File: src/rtl/loop_fold_pkg.sv
`timescale 1ns/1ps
package loop_fold_pkg;
  // Entry life cycle: nothing stored, branch stored but loop head unknown, ready to fold
  typedef enum logic [1:0] {
    ENT_EMPTY = 2'd0,
    ENT_LEARN = 2'd1,
    ENT_ARMED = 2'd2
  } ent_state_t;
endpackage

File: src/rtl/fold_qualify.sv
`timescale 1ns/1ps
module fold_qualify #(
  parameter int AW       = 32,
  parameter int DW       = 8,
  parameter int MAX_BACK = 32
) (
  input  logic          ret_valid,
  input  logic          ret_is_branch,
  input  logic          ret_taken,
  input  logic [AW-1:0] ret_pc,
  input  logic [DW-1:0] ret_disp,
  output logic          qualify,
  output logic [AW-1:0] cap_target
);
  // Displacement in halfwords, widened with sign
  function automatic logic signed [31:0] disp_ext(input logic [DW-1:0] d);
    return 32'($signed(d));
  endfunction

  function automatic logic is_short_back(input logic [DW-1:0] d);
    logic signed [31:0] dx;
    dx = disp_ext(d);
    return (dx < 0) && (dx >= -MAX_BACK);
  endfunction

  // Byte address of the branch target
  function automatic logic [AW-1:0] target_of(input logic [AW-1:0] pc, input logic [DW-1:0] d);
    logic signed [AW-1:0] off;
    off = AW'($signed(d));
    return pc + AW'(off <<< 1);
  endfunction

  logic short_back;
  logic no_wrap;

  always_comb begin
    short_back = is_short_back(ret_disp);
    cap_target = target_of(ret_pc, ret_disp);
    no_wrap    = cap_target < ret_pc;
    qualify    = ret_valid && ret_is_branch && ret_taken && short_back && no_wrap;
  end
endmodule

File: src/rtl/fold_entry.sv
`timescale 1ns/1ps
module fold_entry
  import loop_fold_pkg::*;
#(
  parameter int AW = 32,
  parameter int IW = 16
) (
  input  logic          clk,
  input  logic          rst_n,
  input  logic          flush_i,
  input  logic          ret_valid,
  input  logic          ret_is_branch,
  input  logic          ret_taken,
  input  logic [AW-1:0] ret_pc,
  input  logic [IW-1:0] ret_instr,
  input  logic [IW-1:0] ret_fall_instr,
  input  logic          qualify,
  input  logic [AW-1:0] cap_target,
  output ent_state_t    state,
  output logic [AW-1:0] br_pc,
  output logic [AW-1:0] tgt_pc,
  output logic [IW-1:0] tgt_instr,
  output logic          exit_valid,
  output logic [AW-1:0] exit_pc,
  output logic [IW-1:0] exit_instr
);
  localparam int HW_BYTES = 2;

  function automatic logic [AW-1:0] next_pc(input logic [AW-1:0] pc);
    return pc + AW'(HW_BYTES);
  endfunction

  logic [IW-1:0] fall_instr;

  // Named events for the assertions
  logic same_branch, untaken_hit, confirm, capture, learn, exit_fire;

  always_comb begin
    same_branch = (state != ENT_EMPTY) && ret_valid && ret_is_branch && (ret_pc == br_pc);
    untaken_hit = same_branch && !ret_taken;
    confirm     = same_branch && ret_taken;
    capture     = qualify && !confirm;
    learn       = (state == ENT_LEARN) && ret_valid && (ret_pc == tgt_pc);
    exit_fire   = untaken_hit && !flush_i && (state == ENT_ARMED);
  end

  always_ff @(posedge clk or negedge rst_n) begin
    if (!rst_n) begin
      state      <= ENT_EMPTY;
      br_pc      <= '0;
      tgt_pc     <= '0;
      tgt_instr  <= '0;
      fall_instr <= '0;
      exit_valid <= 1'b0;
      exit_pc    <= '0;
      exit_instr <= '0;
    end else begin
      exit_valid <= exit_fire;
      if (exit_fire) begin
        exit_pc    <= next_pc(br_pc);
        exit_instr <= fall_instr;
      end
      if (flush_i || untaken_hit) begin
        state <= ENT_EMPTY;
      end else if (capture) begin
        state      <= ENT_LEARN;
        br_pc      <= ret_pc;
        tgt_pc     <= cap_target;
        fall_instr <= ret_fall_instr;
      end else if (learn) begin
        state     <= ENT_ARMED;
        tgt_instr <= ret_instr;
      end
    end
  end

  assert_flush_empties_R8: assert property (@(posedge clk) disable iff (!rst_n)
    flush_i |=> (state == ENT_EMPTY));

  assert_capture_loads_R2: assert property (@(posedge clk) disable iff (!rst_n)
    (capture && !flush_i) |=> (state == ENT_LEARN) && (br_pc == $past(ret_pc)) && (tgt_pc == $past(cap_target)));

  assert_target_behind_R2: assert property (@(posedge clk) disable iff (!rst_n)
    (state != ENT_EMPTY) |-> (tgt_pc < br_pc));

  assert_exit_clears_R7: assert property (@(posedge clk) disable iff (!rst_n)
    exit_valid |-> (state == ENT_EMPTY) && (exit_pc == br_pc + AW'(HW_BYTES)));

  assert_exit_single_R7: assert property (@(posedge clk) disable iff (!rst_n)
    exit_valid |=> !exit_valid);

  assert_learn_arms_R4: assert property (@(posedge clk) disable iff (!rst_n)
    (learn && !flush_i && !capture && !untaken_hit) |=> (state == ENT_ARMED) && (tgt_instr == $past(ret_instr)));
endmodule

File: src/rtl/fold_inject.sv
`timescale 1ns/1ps
module fold_inject
  import loop_fold_pkg::*;
#(
  parameter int AW = 32,
  parameter int IW = 16
) (
  input  logic          clk,
  input  logic          rst_n,
  input  ent_state_t    state,
  input  logic [AW-1:0] br_pc,
  input  logic [AW-1:0] tgt_pc,
  input  logic [IW-1:0] tgt_instr,
  input  logic          fetch_valid,
  input  logic [AW-1:0] fetch_pc,
  output logic          inj_valid,
  output logic [AW-1:0] inj_pc,
  output logic [IW-1:0] inj_instr,
  output logic          redirect_valid,
  output logic [AW-1:0] redirect_pc
);
  localparam int HW_BYTES = 2;

  function automatic logic [AW-1:0] after_head(input logic [AW-1:0] pc);
    return pc + AW'(HW_BYTES);
  endfunction

  logic fold_hit;

  always_comb begin
    fold_hit       = (state == ENT_ARMED) && fetch_valid && (fetch_pc == br_pc);
    inj_valid      = fold_hit;
    inj_pc         = tgt_pc;
    inj_instr      = tgt_instr;
    redirect_valid = fold_hit;
    redirect_pc    = after_head(tgt_pc);
  end

  assert_inject_needs_fetch_R6: assert property (@(posedge clk) disable iff (!rst_n)
    inj_valid |-> fetch_valid && (fetch_pc != inj_pc));

  assert_redirect_past_head_R5: assert property (@(posedge clk) disable iff (!rst_n)
    redirect_valid |-> inj_valid && (redirect_pc <= fetch_pc));
endmodule

File: src/rtl/loop_fold_unit.sv
`timescale 1ns/1ps
module loop_fold_unit
  import loop_fold_pkg::*;
#(
  parameter int AW       = 32,
  parameter int IW       = 16,
  parameter int DW       = 8,
  parameter int MAX_BACK = 32
) (
  input  logic          clk,
  input  logic          rst_n,
  input  logic          flush_i,
  input  logic          ret_valid,
  input  logic [AW-1:0] ret_pc,
  input  logic          ret_is_branch,
  input  logic          ret_taken,
  input  logic [DW-1:0] ret_disp,
  input  logic [IW-1:0] ret_instr,
  input  logic [IW-1:0] ret_fall_instr,
  input  logic          fetch_valid,
  input  logic [AW-1:0] fetch_pc,
  output logic          inj_valid,
  output logic [AW-1:0] inj_pc,
  output logic [IW-1:0] inj_instr,
  output logic          redirect_valid,
  output logic [AW-1:0] redirect_pc,
  output logic          exit_valid,
  output logic [AW-1:0] exit_pc,
  output logic [IW-1:0] exit_instr
);
  logic          qualify;
  logic [AW-1:0] cap_target;
  ent_state_t    state;
  logic [AW-1:0] br_pc;
  logic [AW-1:0] tgt_pc;
  logic [IW-1:0] tgt_instr;

  fold_qualify #(.AW(AW), .DW(DW), .MAX_BACK(MAX_BACK)) u_qual (
    .ret_valid    (ret_valid),
    .ret_is_branch(ret_is_branch),
    .ret_taken    (ret_taken),
    .ret_pc       (ret_pc),
    .ret_disp     (ret_disp),
    .qualify      (qualify),
    .cap_target   (cap_target)
  );

  fold_entry #(.AW(AW), .IW(IW)) u_entry (
    .clk           (clk),
    .rst_n         (rst_n),
    .flush_i       (flush_i),
    .ret_valid     (ret_valid),
    .ret_is_branch (ret_is_branch),
    .ret_taken     (ret_taken),
    .ret_pc        (ret_pc),
    .ret_instr     (ret_instr),
    .ret_fall_instr(ret_fall_instr),
    .qualify       (qualify),
    .cap_target    (cap_target),
    .state         (state),
    .br_pc         (br_pc),
    .tgt_pc        (tgt_pc),
    .tgt_instr     (tgt_instr),
    .exit_valid    (exit_valid),
    .exit_pc       (exit_pc),
    .exit_instr    (exit_instr)
  );

  fold_inject #(.AW(AW), .IW(IW)) u_inj (
    .clk           (clk),
    .rst_n         (rst_n),
    .state         (state),
    .br_pc         (br_pc),
    .tgt_pc        (tgt_pc),
    .tgt_instr     (tgt_instr),
    .fetch_valid   (fetch_valid),
    .fetch_pc      (fetch_pc),
    .inj_valid     (inj_valid),
    .inj_pc        (inj_pc),
    .inj_instr     (inj_instr),
    .redirect_valid(redirect_valid),
    .redirect_pc   (redirect_pc)
  );

  assert_fold_only_when_armed_R5: assert property (@(posedge clk) disable iff (!rst_n)
    inj_valid |-> (state == ENT_ARMED) && (fetch_pc == br_pc));
endmodule

File: config.mk
export PLATFORM = sky130hd
export DESIGN_NAME = loop_fold_unit
export DESIGN_NICKNAME = d
export VERILOG_FILES = /design/src/rtl/loop_fold_pkg.sv /design/src/rtl/fold_qualify.sv /design/src/rtl/fold_entry.sv /design/src/rtl/fold_inject.sv /design/src/rtl/loop_fold_unit.sv
export SDC_FILE = /design/constraint.sdc
export NUM_CORES = 1
export LEC_CHECK = 0
export BUFFER_PORTS_ARGS = -buffer_cell sky130_fd_sc_hd__buf_2
export CELL_PAD_IN_SITES_DETAIL_PLACEMENT = 1
export CELL_PAD_IN_SITES_GLOBAL_PLACEMENT = 1
export CORE_MARGIN = 2
export CORE_UTILIZATION = 42
export CTS_BUF_LIST = sky130_fd_sc_hd__clkbuf_2
export DETAILED_ROUTE_END_ITERATION = 10
export GPL_ROUTABILITY_DRIVEN = 0
export GPL_TIMING_DRIVEN = 0
export MAX_ROUTING_LAYER = met4
export PLACE_DENSITY_LB_ADDON = 0.1
export SYNTH_ARGS = -nofsm -noshare
export SYNTH_HDL_FRONTEND = slang
export SYNTH_SLANG_ARGS = --single-unit
File: constraint.sdc
create_clock -name clk -period 3 [get_ports clk]
set_input_delay 0.45 -clock clk [delete_from_list [all_inputs] [get_ports clk]]
set_output_delay 0.45 -clock clk [all_outputs]
set_load 0.01 [all_outputs]
# Yosys cells after proc, flatten, opt, wreduce, memory -nomap -nowiden
# Index checks and enable logic that the tools add are counted.
[totals]
in_bits = 111
register_bits = 147
[op_classes]
n_bitwise = 2
addsub = 3
n_mux = 3
reduce_logical = 25
eq_ne = 5
magnitude_cmp = 3
[op_table]
columns = ["operator", "n"]
rows = [
  ["32-bit equality test", 3],
  ["32-bit by 2-bit adder with 32-bit output, second input constant", 2],
  ["32-bit adder", 1],
  ["32-bit < comparator", 1],
  ["1-bit logical AND", 17],
  ["8-bit by 6-bit greater-or-equal comparator with 1-bit output, second input constant", 1],
  ["8-bit by 1-bit < comparator with 1-bit output, second input constant", 1],
  ["2-bit 2-to-1 mux", 3],
  ["1-bit zero test", 3],
  ["3-bit AND reduction", 1],
  ["3-bit nonzero test", 1],
  ["2-bit by 1-bit equality test with 1-bit output, second input constant", 1],
  ["2-bit equality test, second input constant", 1],
  ["1-bit inverter", 2],
  ["2-bit AND reduction", 1],
  ["2-bit nonzero test", 1],
  ["1-bit logical OR", 1],
]

# Depth between registers and ports, before layout
# Gate-level depths: netlist of run 1.
[depth]
word_depth = 9
mapped_depth = 23
depth_no_buf = 21

# Cells and area by module
# From an unflattened synthesis of run 1, not the netlist that was laid out.
[hier_totals]
hier_cells = 1065
area_unflattened_um2 = 10903.0
[by_module_without_submodules]
columns = ["module", "area_per_inst_um2", "seq_area_each_um2", "n_inst", "cells_per_inst"]
rows = [
  ["fold_entry", 6896.6, 3678.5, 1, 518],
  ["fold_qualify", 2607.5, 0.0, 1, 362],
  ["fold_inject", 1398.8, 0.0, 1, 185],
]

# Worst setup path before layout of run 1
# OpenSTA, ideal clock, no wires.
[synth_path]
path_kind = "input -> register"
from = "input port ret_pc[1]"
to = "register u_entry.tgt_pc[1]"
n_path_buf = 2
path_stages = 21
slack_ns = -1.550
arrival_ns = 4.422
t_required_ns = 2.872
path_cell_list = "ha_1 > inv_1 > fa_1 > nand2b_1 > a21oi_1 > o2111ai_1 > nand2_1 > o311ai_1 > o21ai_1 > a41oi_2 > xnor2_1 > ha_1 > a21o_1 > a21o_1 > a2111oi_0 > o211a_1 > o211ai_1 > or2_1 > buf_6 > buf_6 > mux2_1"
[synth_lines]
columns = ["item", "line_no", "text"]
rows = [
  ["start: declaration", "loop_fold_unit.sv:14", "input logic [AW-1:0] ret_pc,"],
  ["32-bit adder", "fold_qualify.sv:30", "return pc + AW'(off <<< 1);"],
  ["net cap_target[29]", "loop_fold_unit.sv:32", "logic [AW-1:0] cap_target;"],
  ["32-bit < comparator", "fold_qualify.sv:39", "no_wrap = cap_target < ret_pc;"],
  ["1-bit logical AND", "fold_qualify.sv:40", "qualify = ret_valid && ret_is_branch && ret_taken && short_back && no_wrap;"],
  ["1-bit logical AND", "fold_entry.sv:42", "capture = qualify && !confirm;"],
  ["2-bit AND reduction (no line)", "-", ""],
  ["end signal: assignment", "fold_entry.sv:68", "tgt_pc <= cap_target;"],
  ["end: declaration", "fold_entry.sv:21", "output logic [AW-1:0] tgt_pc,"],
]
# The timed path passes the listed nets, and every way through them passes these cells.
# A chain may end at the register's enable or synchronous reset.

# Worst setup path in the final report of run 1
[layout_path]
from = "input port ret_pc[1]"
to = "register u_entry.fall_instr[6]"
[layout_lines]
columns = ["item", "line_no", "text"]
rows = [
  ["32-bit adder", "fold_qualify.sv:30", ""],
  ["net cap_target[29]", "loop_fold_unit.sv:32", ""],
  ["32-bit < comparator", "fold_qualify.sv:39", ""],
  ["1-bit logical AND", "fold_qualify.sv:40", ""],
  ["1-bit logical AND", "fold_entry.sv:42", ""],
  ["2-bit AND reduction (no line)", "-", ""],
  ["end signal: assignment", "fold_entry.sv:69", "fall_instr <= ret_fall_instr;"],
  ["end: declaration", "fold_entry.sv:33", "logic [IW-1:0] fall_instr;"],
]
# The timed path passes the listed nets, and every way through them passes these cells.

==> reports/results.ini, run 1 <==
[outcome]
status = complete, but fails checks
violations = negative setup slack

[worst_setup_path]
cp_slowest_stage_delay_ps = 370
reg2reg_depth = 9
path_buf_inv = 4
crit_start = ret_pc[1]
critPathTopFamily = compound AO/OA/AOI/OAI gates
timing.rr.start = u_entry.tgt_pc[16]$_DFFE_PN0P_
worstPathArrival_ps = 4720
path_class = input port to flop
critical_path.most_common_cell = buf_8
crit_chain = buf_8, ha_4, inv_2, fa_2, nand2b_4, a21oi_4, o2111ai_2, nand2_2, o311ai_4, o21ai_2, a41oi_2, xnor2_2, ha_1, a21o_1, a21o_1, a2111oi_4, o211a_1, o211ai_1, or2_4, buf_8, buf_8, mux2_1
ff2ff_setup_slack_ps = -150
path_max_fanout = 10
crit_path_end_kind = flop
critPathSlowestCell = fa_2
start_kind = input port
r2r-end = u_entry.tgt_instr[8]$_DFFE_PN0P_
cp.required_ps = 3650

[logic_synthesis]
yosysSeqAreaShare_pct = 36.79
ys.warnings.count = 0
netlist_area_mm2 = 0.009930
synth_edf_count = 0
synth_area_leader_cell = dfrtp_1
synthCells = 1064
avgSynthCellArea_um2 = 9.332
ys_ff_latch = 146
synth.distinct_cells = 55
synth-main-ff-cell = dfrtp_1
async_flop_share_pct = 100.0
synthTopCellsByArea = dfrtp_1 37%, xnor2_1 8.1%, xor2_1 8.0%
yosysMostFrequentCell = nand2_1
synth.top_cell.area_share_pct = 36.79
syn-num-nets = 1239
post_synth_most_frequent_cells = 166 x nand2_1, 146 x dfrtp_1, 92 x xnor2_1, 91 x xor2_1, 63 x ha_1

[floorplanning]
die_x_um = 157.8
fp.dieArea_mm2 = 0.02489
die_h_um = 157.8
coreArea_mm2 = 0.02333
num_rows = 56
ios = 242
start_util_pct = 42.56

[global_routing]
grt_max_degree = 94
antenna_found_initial = 2
grt_use_total_pct = 30.86
globalRouteOverflowTotal = 0
grt_pass1_vias = 9806
grt_first_pass_wirelength_um = 56300

[cts]
cts_tree = yes
cts.htree.levels = 4
clk_pin_slew_ps = 250
cts_buffers = 17
insertion_delay_ps = 770
clock-sinks = 146
cts_root_buffer = clkbuf_2
clk_path_buf_depth = 2

[timing]
slew_violations = 0
rsz0062_at_grt = yes
tightest_slew_ps = 904.9
holdWs_ps = 42.64
finalCritPeriodShare_pct = 135.9
finalSetupViolCount = 114
finalClockSkew_ps = 57.31
fmax_ghz = 0.2453
setup_slack_ps = -1077
finalHoldViolCount = 0
period_needed_ps = 4077
relSlewSlack_pct = 39.11

[min_path]
min_to = u_entry.br_pc[21]$_DFFE_PN0P_
hp-class = input port to flop
hp-start = ret_pc[21]
hold_depth = 3

[detailed_routing]
via_per_inst = 5.449
drc = 0
drt-total-wl_um = 39430
final_antenna_net_count = 0
post_drt_wl_per_cell_um = 22.39
vias = 9596
firstDrtPassIters = 6
drt_iter0_markers = 469

[pwr]
max-vdd-ir-drop_mv = 0.1967
powerDensity_mw_per_mm2 = 417.7
p_leak_nw = 7.133

[placed_design]
dp_slack_ps = -2369
place_hpwl_um = 26820
io_buffers = 241

[layout]
fin_nets = 1602
drive_gt1_share_pct = 38.40
fillers = 2686
area_growth_pct = 40.68

[run]
cap_violations = 0

-- cell type report --
| cell class | instances | area, um^2 | area share, % |
|---|---|---|---|
| multi-input cells | 821 | 6656 | 47.65 |
| clock buffers | 18 | 90.09 | 0.6449 |
| plain buffers | 42 | 372.9 | 2.669 |
| diodes | 2 | 5.005 | 0.03583 |
| well taps | 319 | 399.1 | 2.857 |
| repair buffers | 359 | 2470 | 17.68 |
| inverters | 40 | 150.1 | 1.075 |
| flip-flops and latches | 146 | 3682 | 26.36 |
| clock inverters | 14 | 142.6 | 1.021 |
-- routing by layer --
metal	routed length (um)	global-route usage, %
met1	16650	38.04
met2	19470	51.88
met3	2054	4.763
met4	1251	10.22
met5	0	-
-- worst max-delay path by stage --
stage	to	slack, ps	cells past startpoint
floorplan	u_entry.tgt_pc[1]$_DFFE_PN0P_	-1220	21
global placement	u_entry.tgt_pc[12]$_DFFE_PN0P_	-2300	20
detailed placement	u_entry.fall_instr[14]$_DFFE_PN0P_	-2370	20
CTS	u_entry.fall_instr[6]$_DFFE_PN0P_	-1000	21
global route	u_entry.tgt_pc[14]$_DFFE_PN0P_	-1160	22
finish	u_entry.fall_instr[6]$_DFFE_PN0P_	-1080	22
-- registers in the layout, summed over array words and instances (netlist names) --
signal              flops
u_entry.exit_pc        32
u_entry.tgt_pc         32
u_entry.br_pc          31
u_entry.exit_instr     16
u_entry.fall_instr     16
u_entry.tgt_instr      16
u_entry.state           2
u_entry.exit_valid      1
-- per-stage QoR --
step                instance area, um^2  utilization (%)  setup TNS [ps]  total power, mW  cells
finish                            13970            59.87          -95350            5.834   1761
global route                      13970            59.87         -108120            6.130   1761
detailed placement                11780            50.47         -220890            4.218   1625
floorplan                         10140                -         -107570            3.470   1064
global placement                  11740            50.32         -326590            4.158   1624
CTS                               13600            58.28          -88470            5.678   1748
-- tightest hold or removal path: cells and delay by family --
kind            cells  cell delay [ps]
compound gates      1               70
buf+inv             2              260
-- cells in the final DEF (no fill, tap or decap), drive strengths merged, types with 2 or more instances in the layout --
cell type	count
nor2	26
o21ai	77
a21o	23
mux2	64
nor2b	5
ha	63
o211ai	6
o211a	2
a41oi	3
inv	48
and2	5
nand2b	8
nor3	9
xor2	91
and4	4
a211oi	5
a21oi	41
bufbuf	2
buf	332
clkbuf	30
nor4b	2
o2111ai	2
nand3b	2
xnor2	92
diode	2
dfrtp	146
a31oi	6
nor4	19
nand2	166
a211o	2
nand3	32
or2	3
o21bai	2
nand4	31
o311ai	2
dlygate4sd3	55
nand4b	2
clkinvlp	4
and3	16
-- power by group --
part           internal (mW)  leakage [nW]  switching [mW]
Combinational           1.02          5.03            1.19
Sequential              2.14          1.97           0.270
Clock                  0.331         0.134           0.879
Total                   3.49          7.13            2.34
-- logic make-up after synthesis --
kind of cell,count (synthesis),synth area share (%)
AND/OR/NAND/NOR,332,15.91
XOR/XNOR,183,16.14
buffers and inverters,97,4.902
multiplexers,64,7.258
flip-flops,146,36.79
AO/OA/AOI/OAI,178,10.85
adder cells (fa/ha/maj),64,8.140
-- what timing repair did --
action                     in CTS  in global routing
hold buffers                   52                  3
gates cloned                    4                  0
setup endpoints to repair     118                136
hold endpoints to repair      144                  3
buffers inserted               47                 18
gates resized for setup       174                 83
pin swaps                      44                 37
No activity file was read; power rests on OpenSTA's default activity.
==> inputs of run 2 (changes only) <==
- CORE_ASPECT_RATIO: not set -> 1.5
==> reports/results.ini, run 2 (same netlist as run 1, synthesis figures left out) <==
[outcome]
status = complete, but fails checks
violations = negative setup slack

[cts]
cts_root_buffer = clkbuf_2
clk_pin_slew_ps = 200  ; -50 ps
clock-sinks = 146  ; unchanged
cts_buffers = 17  ; unchanged
cts_tree = yes
clk_path_buf_depth = 2  ; unchanged
insertion_delay_ps = 840  ; +70 ps
cts.htree.levels = 4  ; unchanged

[global_routing]
grt_max_degree = 94  ; unchanged
antenna_found_initial = 3  ; +1
globalRouteOverflowTotal = 0  ; unchanged
busiest_layer = met2
grt_use_met2_pct = 58.72  ; +6.8 points
use_met3_pct = 4.630  ; -0.13 points
met1_usage_pct = 33.42  ; -4.6 points
grt_use_total_pct = 32.44  ; +1.6 points
grt_pass1_vias = 10550  ; +7.6%
grt_first_pass_wirelength_um = 58980  ; +4.8%

[floorplanning]
die_x_um = 129.5  ; -18%
coreArea_mm2 = 0.02314  ; -0.82%
ios = 242  ; unchanged
start_util_pct = 42.91  ; +0.35 points
fp.dieArea_mm2 = 0.02491  ; +0.10%
num_rows = 68  ; +21%
die_h_um = 192.3  ; +22%

[run]
cap_violations = 0  ; unchanged

[detailed_routing]
drt_iter0_markers = 420  ; -10%
final_antenna_net_count = 0  ; unchanged
drc = 0  ; unchanged
via_per_inst = 5.488  ; +0.72%
drt-total-wl_um = 40790  ; +3.4%
post_drt_wl_per_cell_um = 22.94  ; +2.5%
vias = 9758  ; +1.7%
firstDrtPassIters = 5  ; -1

[layout]
final_util_pct = 62.29  ; +2.4 points
top_regs = u_entry.exit_pc: 32 flops, u_entry.tgt_pc: 32 flops, u_entry.br_pc: 31 flops
area_growth_pct = 45.17
fin_nets = 1622  ; +1.2%
final_common_cell = buf_2
drive_gt1_share_pct = 40.78  ; +2.4 points
final_cell_mix = 239 x buf_2, 147 x nand2_1, 122 x dfrtp_1

[timing]
fmax_ghz = 0.2511  ; +2.4%
finalClockSkew_ps = 63.01  ; +5.704 ps
finalSetupViolCount = 116  ; +1.8%
finalHoldViolCount = 0  ; unchanged
tightest_slew_ps = 966.0  ; +61.03 ps
slew_violations = 0  ; unchanged
period_needed_ps = 3982  ; -94.38 ps
rsz0062_at_grt = yes
finalCritPeriodShare_pct = 132.7  ; -3.1 points
setup_slack_ps = -982.3  ; +94.38 ps
relSlewSlack_pct = 35.01  ; -4.1 points

[worst_setup_path]
path_class = input port to flop
cp.required_ps = 3700  ; +50 ps
reg2reg_depth = 8  ; -1
path_max_fanout = 10  ; unchanged
worstPathArrival_ps = 4680  ; -40 ps
crit_path_end_kind = flop
start_kind = input port

[pwr]
total_power_mw = 6.086  ; +4.3%
max-vdd-ir-drop_mv = 0.3036  ; +54%
p_leak_nw = 7.365  ; +3.2%
powerDensity_mw_per_mm2 = 422.2  ; +1.1%

[placed_design]
io_buffers = 241  ; unchanged
dp_slack_ps = -2426  ; -57.27 ps
place_hpwl_um = 27180  ; +1.3%

[min_path]
hold_depth = 3  ; unchanged
hp-class = input port to flop

## run 2: power by group
| part | leakage, nW | switching, mW | internal [mW] |
|---|---|---|---|
| logic | 5.23 | 1.27 | 1.10 |
| clock network | 0.161 | 0.771 | 0.542 |
| registers | 1.97 | 0.265 | 2.14 |
## run 2: critical path, cell delays in order
cell,delay (ps)
buf_2,140
ha_2,340
o21ai_0,260
nand2b_1,130
o2111ai_2,90
nand2_2,170
o31a_1,380
a211o_1,290
a21oi_2,190
xnor2_2,160
ha_1,300
a21o_1,170
a21o_1,190
a21oi_2,180
o211a_1,160
o211ai_1,140
or2_1,310
buf_6,170
buf_12,160
mux2_4,300
## run 2: area by class of cell
cell class	count	area, um^2
antenna	4	10.01
buffer	43	422.9
clock buffer	19	95.09
clock inverter	12	165.2
fill	2627	8727
inverter	40	150.1
multi-input combinational	821	6815
sequential	146	3684
tap	315	394.1
timing repair buffer	378	2679
## run 2: repair_timing
| item | 4_1_cts | 5_1_grt |
|---|---|---|
| buffers inserted | 51 | 20 |
| cloned | 3 | 1 |
| pin swaps | 57 | 40 |
| endpoints found under the hold margin | 118 | 1 |
| setup endpoints to repair | 119 | 136 |
| hold buffers | 64 | 1 |
| gates resized for setup | 219 | 96 |
## run 2: path summary, 6_finish.rpt
path / start / end / slack [ps]
setup / recovery: ret_pc[7] / u_entry.fall_instr[0]$_DFFE_PN0P_ / -980
hold / removal: ret_pc[23] / u_entry.br_pc[23]$_DFFE_PN0P_ / 50
setup reg to reg: u_entry.tgt_pc[12]$_DFFE_PN0P_ / u_entry.tgt_instr[13]$_DFFE_PN0P_ / -140
hold reg to reg: u_entry.exit_instr[6]$_DFFE_PN0P_ / u_entry.exit_instr[6]$_DFFE_PN0P_ / 490
max in group asynchronous: rst_n / u_entry.br_pc[19]$_DFFE_PN0P_ / 1930
min in group asynchronous: rst_n / u_entry.br_pc[14]$_DFFE_PN0P_ / 150
## run 2: routing by layer
| metal | vias up | share of wire (%) |
|---|---|---|
| li1 | 4452 | - |
| met1 | 4779 | 37 |
| met4 | 0 | 6.5 |
| met2 | 378 | 52 |
| met5 | - | 0 |
| met3 | 149 | 4.6 |
## run 2: per-stage QoR
| step | hold slack [ps] | setup TNS (ps) | instances | instance area [um^2] |
|---|---|---|---|---|
| floorplan | 154.4 | -107570 | 1064 | 10140 |
| global placement | 445.2 | -336180 | 1620 | 11740 |
| detailed placement | 450.3 | -225350 | 1621 | 11770 |
| CTS | -105.1 | -79180 | 1759 | 13930 |
| global route | 31.49 | -100330 | 1777 | 14410 |
| finish | 52.80 | -92680 | 1778 | 14420 |
